==> config.mk <==
export PLATFORM = sky130hd
export DESIGN_NAME = da_fir
export DESIGN_NICKNAME = d
export VERILOG_FILES = /design/src/rtl/da_fir_pkg.sv /design/src/rtl/da_fir_taps.sv /design/src/rtl/da_fir_table.sv /design/src/rtl/da_fir_seq.sv /design/src/rtl/da_fir.sv
export SDC_FILE = /design/constraint.sdc
export NUM_CORES = 1
export LEC_CHECK = 0
export BUFFER_PORTS_ARGS = -buffer_cell sky130_fd_sc_hd__buf_4
export CORE_MARGIN = 4
export CORE_UTILIZATION = 60
export CTS_CLUSTER_SIZE = 16
export DETAILED_ROUTE_END_ITERATION = 16
export PLACE_DENSITY = 0.8
export SYNTH_ARGS = -nofsm -noshare
export SYNTH_HDL_FRONTEND = slang
export SYNTH_HIERARCHICAL = 1
export SYNTH_SLANG_ARGS = --single-unit
==> constraint.sdc <==
create_clock -name clk -period 4.45 [get_ports clk]
set_clock_uncertainty 0.2 [all_clocks]
set_input_delay 0.6675 -clock clk [delete_from_list [all_inputs] [get_ports clk]]
set_output_delay 0.6675 -clock clk [all_outputs]
set_load 0.01 [all_outputs]
==> src/rtl/da_fir_pkg.sv <==
// Shared definitions for the bit-serial FIR.
// Assumes: nothing beyond IEEE 1800-2017.
package da_fir_pkg;

    // Sequencer state: waiting for a sample, or walking the bit slices.
    typedef enum logic {
        ST_IDLE = 1'b0,
        ST_RUN  = 1'b1
    } da_state_e;

endpackage

==> src/rtl/da_fir_taps.sv <==
// Sample history for the FIR, with a bit-column read port.
// Holds the last N_TAPS accepted samples. Entry 0 is the newest.
// The history shifts only when shift_en is high. Reset clears every entry.
// col_bits[n] is bit bit_sel of entry n.
// Assumes: N_TAPS >= 2, and bit_sel < SAMPLE_W.
module da_fir_taps #(
    parameter int N_TAPS   = 4,
    parameter int SAMPLE_W = 8,
    localparam int SEL_W   = (SAMPLE_W > 1) ? $clog2(SAMPLE_W) : 1
) (
    input  logic                clk,
    input  logic                rst_n,
    input  logic                shift_en,
    input  logic [SAMPLE_W-1:0] din,
    input  logic [SEL_W-1:0]    bit_sel,
    output logic [N_TAPS-1:0]   col_bits
);

    logic [SAMPLE_W-1:0] hist [N_TAPS];

    // Shift a new sample in at entry 0 when one is accepted.
    always_ff @(posedge clk) begin
        if (!rst_n) begin
            for (int n = 0; n < N_TAPS; n++) hist[n] <= '0;
        end else if (shift_en) begin
            hist[0] <= din;
            for (int n = 1; n < N_TAPS; n++) hist[n] <= hist[n-1];
        end
    end

    // Take the same bit position from every entry to form the table address.
    for (genvar n = 0; n < N_TAPS; n++) begin : g_col
        assign col_bits[n] = hist[n][bit_sel];
    end

endmodule

==> src/rtl/da_fir_table.sv <==
// Constant partial-sum table of the coefficients.
// Entry k is the sum of every coefficient n for which bit n of k is 1.
// The entries are computed at elaboration, so no file is read.
// Assumes: N_TAPS >= 2, and the coefficients are unsigned.
module da_fir_table #(
    parameter int                      N_TAPS = 4,
    parameter int                      COEF_W = 8,
    parameter logic [N_TAPS*COEF_W-1:0] COEFS = '0,
    localparam int TBL_W = COEF_W + $clog2(N_TAPS),
    localparam int DEPTH = 1 << N_TAPS
) (
    input  logic [N_TAPS-1:0] addr,
    output logic [TBL_W-1:0]  data
);

    // Sum of the coefficients selected by the bits of k.
    function automatic logic [TBL_W-1:0] subset_sum(input int k);
        logic [TBL_W-1:0] s;
        s = '0;
        for (int n = 0; n < N_TAPS; n++) begin
            if (k[n])
                s = s + {{(TBL_W-COEF_W){1'b0}}, COEFS[n*COEF_W +: COEF_W]};
        end
        return s;
    endfunction

    logic [TBL_W-1:0] rom [DEPTH];

    for (genvar k = 0; k < DEPTH; k++) begin : g_rom
        assign rom[k] = subset_sum(k);
    end

    // Combinational lookup.
    assign data = rom[addr];

endmodule

==> src/rtl/da_fir_seq.sv <==
// Bit-slice sequencer and shift accumulator.
// After start, it walks the bit positions from the most significant to the
// least significant, one per cycle. In each cycle it doubles the running sum
// and adds the table output. After the last slice it registers the result
// and pulses done.
// Assumes: tbl_data matches bit_sel in the same cycle (the lookup is
// combinational).
module da_fir_seq #(
    parameter int SAMPLE_W = 8,
    parameter int TBL_W    = 10,
    localparam int SEL_W   = (SAMPLE_W > 1) ? $clog2(SAMPLE_W) : 1,
    localparam int ACC_W   = SAMPLE_W + TBL_W
) (
    input  logic             clk,
    input  logic             rst_n,
    input  logic             start,
    input  logic [TBL_W-1:0] tbl_data,
    output logic [SEL_W-1:0] bit_sel,
    output logic             idle,
    output logic             done,
    output logic [ACC_W-1:0] result
);
    import da_fir_pkg::*;

    localparam logic [SEL_W-1:0] TOP_BIT = SEL_W'(SAMPLE_W - 1);

    da_state_e        state;
    logic [ACC_W-1:0] acc;
    logic [ACC_W-1:0] acc_next;

    // Double the running sum, then add the current slice's partial sum.
    assign acc_next = {acc[ACC_W-2:0], 1'b0} + {{SAMPLE_W{1'b0}}, tbl_data};

    // Start a conversion, step through the slices and publish the result.
    always_ff @(posedge clk) begin
        if (!rst_n) begin
            state   <= ST_IDLE;
            bit_sel <= '0;
            acc     <= '0;
            result  <= '0;
            done    <= 1'b0;
        end else begin
            done <= 1'b0;
            case (state)
                ST_IDLE: begin
                    if (start) begin
                        state   <= ST_RUN;
                        bit_sel <= TOP_BIT;
                        acc     <= '0;
                    end
                end
                ST_RUN: begin
                    acc <= acc_next;
                    if (bit_sel == '0) begin
                        state  <= ST_IDLE;
                        result <= acc_next;
                        done   <= 1'b1;
                    end else begin
                        bit_sel <= bit_sel - 1'b1;
                    end
                end
                default: state <= ST_IDLE;
            endcase
        end
    end

    assign idle = (state == ST_IDLE);

endmodule

==> src/rtl/da_fir.sv <==
// Multiplier-free FIR inner product, computed one bit slice per cycle.
// It accepts one unsigned sample when in_valid and in_ready are both high.
// The result follows SAMPLE_W cycles later as a one-cycle out_valid pulse.
// Coefficients are packed, tap n at COEFS[n*COEF_W +: COEF_W].
// Assumes: N_TAPS >= 2 and SAMPLE_W >= 2.
module da_fir #(
    parameter int                       N_TAPS   = 4,
    parameter int                       SAMPLE_W = 8,
    parameter int                       COEF_W   = 8,
    parameter logic [N_TAPS*COEF_W-1:0] COEFS    = 32'hFF_C8_11_03,
    localparam int TBL_W = COEF_W + $clog2(N_TAPS),
    localparam int OUT_W = SAMPLE_W + TBL_W,
    localparam int SEL_W = (SAMPLE_W > 1) ? $clog2(SAMPLE_W) : 1
) (
    input  logic                clk,
    input  logic                rst_n,
    input  logic                in_valid,
    input  logic [SAMPLE_W-1:0] in_sample,
    output logic                in_ready,
    output logic                out_valid,
    output logic [OUT_W-1:0]    out_result
);

    logic              accept;
    logic [SEL_W-1:0]  bit_sel;
    logic [N_TAPS-1:0] col_bits;
    logic [TBL_W-1:0]  tbl_data;

    // A sample is taken only while the sequencer is idle.
    assign accept = in_valid & in_ready;

    da_fir_taps #(
        .N_TAPS   (N_TAPS),
        .SAMPLE_W (SAMPLE_W)
    ) u_taps (
        .clk      (clk),
        .rst_n    (rst_n),
        .shift_en (accept),
        .din      (in_sample),
        .bit_sel  (bit_sel),
        .col_bits (col_bits)
    );

    da_fir_table #(
        .N_TAPS (N_TAPS),
        .COEF_W (COEF_W),
        .COEFS  (COEFS)
    ) u_table (
        .addr (col_bits),
        .data (tbl_data)
    );

    da_fir_seq #(
        .SAMPLE_W (SAMPLE_W),
        .TBL_W    (TBL_W)
    ) u_seq (
        .clk      (clk),
        .rst_n    (rst_n),
        .start    (accept),
        .tbl_data (tbl_data),
        .bit_sel  (bit_sel),
        .idle     (in_ready),
        .done     (out_valid),
        .result   (out_result)
    );

endmodule

# After elaboration in Yosys (flattened, before gate mapping)
# Memory sizes are Yosys's and may differ from the RTL's.
# Index checks and enable logic that the tools add are counted.
word_totals:
  out_inout_bits: 20
  elab_cells: 50
  romBits: 160
  inputBits: 11
  n_memories: 2
  reg_bits: 40
  ram_bits: 32
mem_list:
  columns: ["memory", "depth", "word_bits", "rd", "rd_ports_with_merged_regs", "wr", "line_no", "text"]
  rows:
  - ["(name not given)", 16, 10, 1, 0, 0, "da_fir_table.sv:34", "assign data = rom[addr];"]
  - ["u_taps.hist", 4, 8, 4, 0, 4, "da_fir_taps.sv:19", "logic [SAMPLE_W-1:0] hist [N_TAPS];"]
classes:
  n_lt_le_gt_ge: 2
  muxes: 26
  n_reduce_logical: 4
  n_eq_ne: 2
  n_addsub: 2
  bitwise: 7
ops:
  columns: ["op", "count"]
  rows:
  - ["$pmux 17 s2", 1]
  - ["$mux 8", 4]
  - ["$mux 10", 2]
  - ["$add 18x10->18", 1]
  - ["$mux 17", 1]
  - ["$bmux 1 s3", 4]
  - ["$mux 1", 10]
  - ["$mux 3", 2]
  - ["$pmux 3 s2", 1]
  - ["$reduce_and 2->1", 3]
  - ["$ge 5x5->1 const B", 1]
  - ["$not 4->5", 1]
  - ["$lt 3x4->1 const B", 1]
  - ["$or 1x1->1", 4]
  - ["$logic_not 3->1", 1]
  - ["$sub 3x1->3 const B", 1]
  - ["$ne 2x1->1 const B", 1]
  - ["$ne 2x2->1 const B", 1]
  - ["$pmux 1 s2", 1]
  - ["$and 1x1->1", 1]
  - ["$not 1->1", 1]

# Logic depth before layout (Yosys ltp)
# An unclocked memory read counts as a cell.
logic_depth:
  word_depth: 9
  ltp_mapped: 16
  depth_no_buf: 15

# By module
# The synthesis kept the hierarchy.
modules_own_cells:
  columns: ["module", "cells_each", "n_inst", "seq_area_each_um2", "area_per_inst_um2"]
  rows:
  - ["da_fir_seq", 244, 1, 800.8, 2044.5]
  - ["da_fir_taps", 85, 1, 960.9, 1460.2]
  - ["da_fir_table", 25, 1, 0.0, 190.2]
  - ["da_fir", 1, 1, 0.0, 6.3]

# Least setup slack after synthesis
# Ideal clock, no wire load.
synth_path:
  path_kind: "reg2reg"
  start: "reg u_seq.bit_sel[0]"
  end: "reg u_seq.result[11]"
  t_arrival_ns: 3.243
  path_slack_ns: 0.874
  t_required_ns: 4.118
  n_path_buf: 1
  setup_time_ns: 0.132
  path_stages_with_launch: 17
  synth_period_minus_slack_ns: 3.576
  path_cell_list: "dfxtp_1 > buf_6 > mux4_1 > mux2_2 > inv_1 > ha_1 > inv_1 > mux2i_1 > ha_1 > inv_1 > fa_1 > and2b_1 > o2111ai_1 > a21oi_1 > o21ai_0 > xor2_1 > a21oi_1"
synth_between:
  elab_chain_len: 7
  word_cells_on_any_way: 15
  cone_classes: "add/sub (1); mux (10); bitwise (1); reduce/logical (2); memory (1)"
synth_lines:
  columns: ["item", "line_no", "text"]
  rows:
  - ["start, declared", "da_fir_seq.sv:18", "output logic [SEL_W-1:0] bit_sel,"]
  - ["start signal, assigned", "da_fir_seq.sv:59", "bit_sel <= bit_sel - 1'b1;"]
  - ["$bmux 1 s3", "da_fir_taps.sv:33", "assign col_bits[n] = hist[n][bit_sel];"]
  - ["$mux 1 (not written as such)", "da_fir_taps.sv:33", null]
  - ["named net col_bits[1]", "da_fir.sv:26", "logic [N_TAPS-1:0] col_bits;"]
  - ["$not 4->5 (not written as such)", "da_fir_table.sv:34", null]
  - ["$mem_v2 16x10", null, null]
  - ["$mux 10 (not written as such) (2 in series)", "da_fir_table.sv:34", null]
  - ["named net tbl_data[1]", "da_fir.sv:27", "logic [TBL_W-1:0] tbl_data;"]
  - ["$add 18x10->18", "da_fir_seq.sv:32", "assign acc_next = {acc[ACC_W-2:0], 1'b0} + {{SAMPLE_W{1'b0}}, tbl_data};"]
  - ["end signal, assigned", "da_fir_seq.sv:56", "result <= acc_next;"]
  - ["end, declared", "da_fir_seq.sv:21", "output logic [ACC_W-1:0] result"]
# The timed path passes the listed nets, and every way through them passes these cells. The select of a mux whose other input is x is not followed.
# A chain may end at the register's enable or synchronous reset.

# Worst setup path in the final report
# Ends and elaborated chain as after synthesis.

==> results.cfg <==
[run_status]
status = complete, no violations

[critical_path]
required_ns = 4.45
r2r-end = u_seq/result[11]$_SDFFE_PN0P_
r2r-start = u_seq/bit_sel[0]$_SDFFE_PN0P_
r2r_setup_slack_ns = 0.37
worstSetupPathType = register to register
cpPeakStageDelay_ns = 0.61
crit_path_end_kind = register
path_delay_family = multiplexers
setup.worst_path.start_class = register
cp_slowest_cell = mux4_1
cp_max_fo = 9
crit_buf_inv = 2
path_cells = mux4_1, mux2_2, inv_1, ha_1, nand2_1, o21ai_1, inv_1, fa_1, and2b_1, o2111ai_1, a21oi_1, o21ai_0, xor2_1, a21oi_1
r2r_cells = 14
arrival_ns = 4.08

[floorplanning]
design.core.area_um2 = 5960
die_x_um = 86.5
ios = 31
die_area_um2 = 7490
die_y_um = 86.5
initial_core_util_pct = 62.1
rows = 28

[pwr]
switchingPower_mw = 0.503
power_frac_seq_pct = 46.7
p_per_area_nw_per_um2 = 413
power_leakage_nw = 1.76
power_frac_clock_pct = 29.9
peakVddDrop_mv = 0.286
swShare_pct = 29.6
pwr-share-comb_pct = 23.4
p_int_mw = 1.20

[logic_synthesis]
synth_top_family_by_area = simple AND/OR/NAND/NOR gates
yosys_register_bits = 72
synthSimpleGateAreaFrac_pct = 17.8
yosysUniqueCellTypes = 50
async_flop_share_pct = 0
synth_compound_area_share_pct = 12.5
synth_edf_count = 32
synth_area_um2 = 3700
synth_xor_area_share_pct = 3.79
synth_fa_ha_area_share_pct = 6.29
synth.yosys.seq_area_share_pct = 47.6
syn-mean-instance-area_um2 = 10.4
synth_cells = 355
synth_flop_cell = dfxtp_1
yosysWarnings = 6
muxShareOfSynthArea_pct = 7.44
syn_nets = 384

[place]
portBuffers = 30
placed_cells = 437
hpwlAfterDp_mm = 4.59
gp_congestion = 0.797
pre_cts_slack_ns = 0.201

[layout]
fillers = 464
stdcell_count = 453
final_cell_mix = 39 x dfxtp_1, 37 x nand2_1, 35 x and3_1, 32 x buf_4, 32 x edfxtp_1
post-route-util_pct = 69.1
diodes = 0
drive_above_1_share_pct = 14.8
final_common_cell = dfxtp_1
syn_to_final_growth_pct = 11.2
nets = 402

[clocking]
cts.sinks = 72
cts_buffer_depth = 2
cts_made_buffers = 9
postCtsHoldBufs = 0
clkLatencyLatePin_ns = 0.35
htree_levels = 3
cts_tree = built
clk_pin_slew_ns = 0.08
cts_setup_buffers = 0
cts_resized = 0
root_buffer = clkbuf_8

[sta]
slew_violations = 0
slew_headroom_pct = 37.1
hold_violations = 0
fmax_ghz = 0.245
period_share_pct = 91.7
tightest_slew_ns = 0.943
setup_ws_ns = 0.368
grt_setup_unrepaired = false
finalSetupViolations = 0
final.min_clock_period_ns = 4.08
fin_tns_setup_ns = 0

[drt]
first_iter_violations = 145
via_count = 2566
first_pass_iters = 4
ant_nets = 0
drc = 0
routed_wirelength_mm = 6.76
wl_per_cell_um = 14.9
drt-vias-per-instance = 5.66

[global_route]
grt_util_met2_pct = 29.1
grt_pass1_vias = 2420
grt_max_degree = 72
track_usage_pct = 19.7
top_usage_layer = met2
grt-ovfl-total = 0
grt_pass1_wl_mm = 11.3
grtUsageMet1_pct = 27.5
antenna_found_initial = 0
grtUsageMet3_pct = 5.51

[min_path]
holdPathEnd = u_seq/result[6]$_SDFFE_PN0P_
min_path_type = register to register
hold_path_startpoint = u_seq/result[6]$_SDFFE_PN0P_
holdPathStages = 2

[job]
drv_cap = 0
-- cell families (layout without fill, tap and decap cells) --
group / after synthesis / in the layout
flops: 72 / 72
xor+xnor: 16 / 16
buf+inv: 38 / 61
fa+ha+maj: 18 / 18
simple gates: 124 / 124
mux: 14 / 14
other cells: 1 / 1
compound gates: 72 / 72
-- cells in the mapped netlist, types with 3 or more instances --
| cell | count | area [um2] |
|---|---|---|
| buf_4 | 4 | 30.0 |
| edfxtp_1 | 32 | 961 |
| a21boi_0 | 7 | 52.6 |
| nor2_1 | 12 | 45.0 |
| and2_1 | 4 | 25.0 |
| ha_1 | 17 | 213 |
| o21a_1 | 4 | 30.0 |
| xor2_1 | 8 | 70.1 |
| inv_1 | 13 | 48.8 |
| nand3_1 | 7 | 35.0 |
| dfxtp_1 | 40 | 801 |
| a21o_1 | 3 | 22.5 |
| o21ai_0 | 22 | 110 |
| clkbuf_1 | 16 | 60.1 |
| nor2b_1 | 10 | 62.6 |
| mux4_1 | 8 | 210 |
| xnor2_1 | 8 | 70.1 |
| and3_1 | 35 | 219 |
| a21oi_1 | 19 | 95.1 |
| nand2_1 | 37 | 139 |
| nor3b_1 | 8 | 60.1 |
| mux2_2 | 4 | 45.0 |
-- power groups by stage --
stage	Combinational [mW]	Sequential, mW	Clock (mW)
after floorplan	0.315	0.792	0
after global placement	0.382	0.805	0
after detailed placement	0.395	0.809	0
after CTS	0.397	0.795	0.521
after global routing	0.442	0.803	0.551
final	0.398	0.795	0.508
-- state kept, by name, indices dropped and copies added (netlist names) --
register	flops
u_seq/acc	17
u_seq/bit_sel	3
u_seq/done	1
u_seq/result	18
u_seq/state	1
u_taps/hist	32
-- worst min-delay path: stages (launching register included) --
cell and delay [ns]:
dfxtp_1 0.31, nand2_1 0.05, a21boi_0 0.06
-- metal layers --
| layer | part of all wire [%] | wire length, um | up-vias |
|---|---|---|---|
| met4 | 1.2 | 81 | 0 |
| met2 | 46 | 3110 | 45 |
| li1 | - | - | 1304 |
| met3 | 4.0 | 269 | 8 |
| met1 | 49 | 3290 | 1209 |
| met5 | 0 | 0 | - |
-- how the worst max path moves through the flow --
stage / from / endpoint / slack [ns] / cells after the start
floorplan: u_seq/bit_sel[0]$_SDFFE_PN0P_ / u_seq/result[11]$_SDFFE_PN0P_ / 0.87 / 16
global placement: u_seq/bit_sel[0]$_SDFFE_PN0P_ / u_seq/result[15]$_SDFFE_PN0P_ / 0.42 / 15
detailed placement: u_seq/bit_sel[0]$_SDFFE_PN0P_ / u_seq/result[11]$_SDFFE_PN0P_ / 0.20 / 14
CTS: u_seq/bit_sel[0]$_SDFFE_PN0P_ / u_seq/result[15]$_SDFFE_PN0P_ / 0.21 / 14
global route: u_seq/bit_sel[0]$_SDFFE_PN0P_ / u_seq/acc[11]$_SDFFE_PN0P_ / 0.06 / 15
finish: u_seq/bit_sel[0]$_SDFFE_PN0P_ / u_seq/result[11]$_SDFFE_PN0P_ / 0.37 / 14
-- cell type report --
cell class	count	area [um2]	area share, %
clock inverters	6	58.8	1.43
flip-flops and latches	72	1760	42.9
repair buffers	32	240	5.84
inverters	13	48.8	1.19
multi-input cells	245	1770	43.1
well taps	75	93.8	2.28
clock buffers	10	138	3.35
-- through the flow --
stage                     area, um2  hold slack (ns)  total power, mW
final                          4110            0.263             1.70
after floorplan                3700            0.229             1.11
after detailed placement       3920            0.258             1.20
after global placement         3920            0.240             1.19
after global routing           4110            0.307             1.80
after CTS                      4110            0.268             1.71
Power figures use the tool's default switching activity.
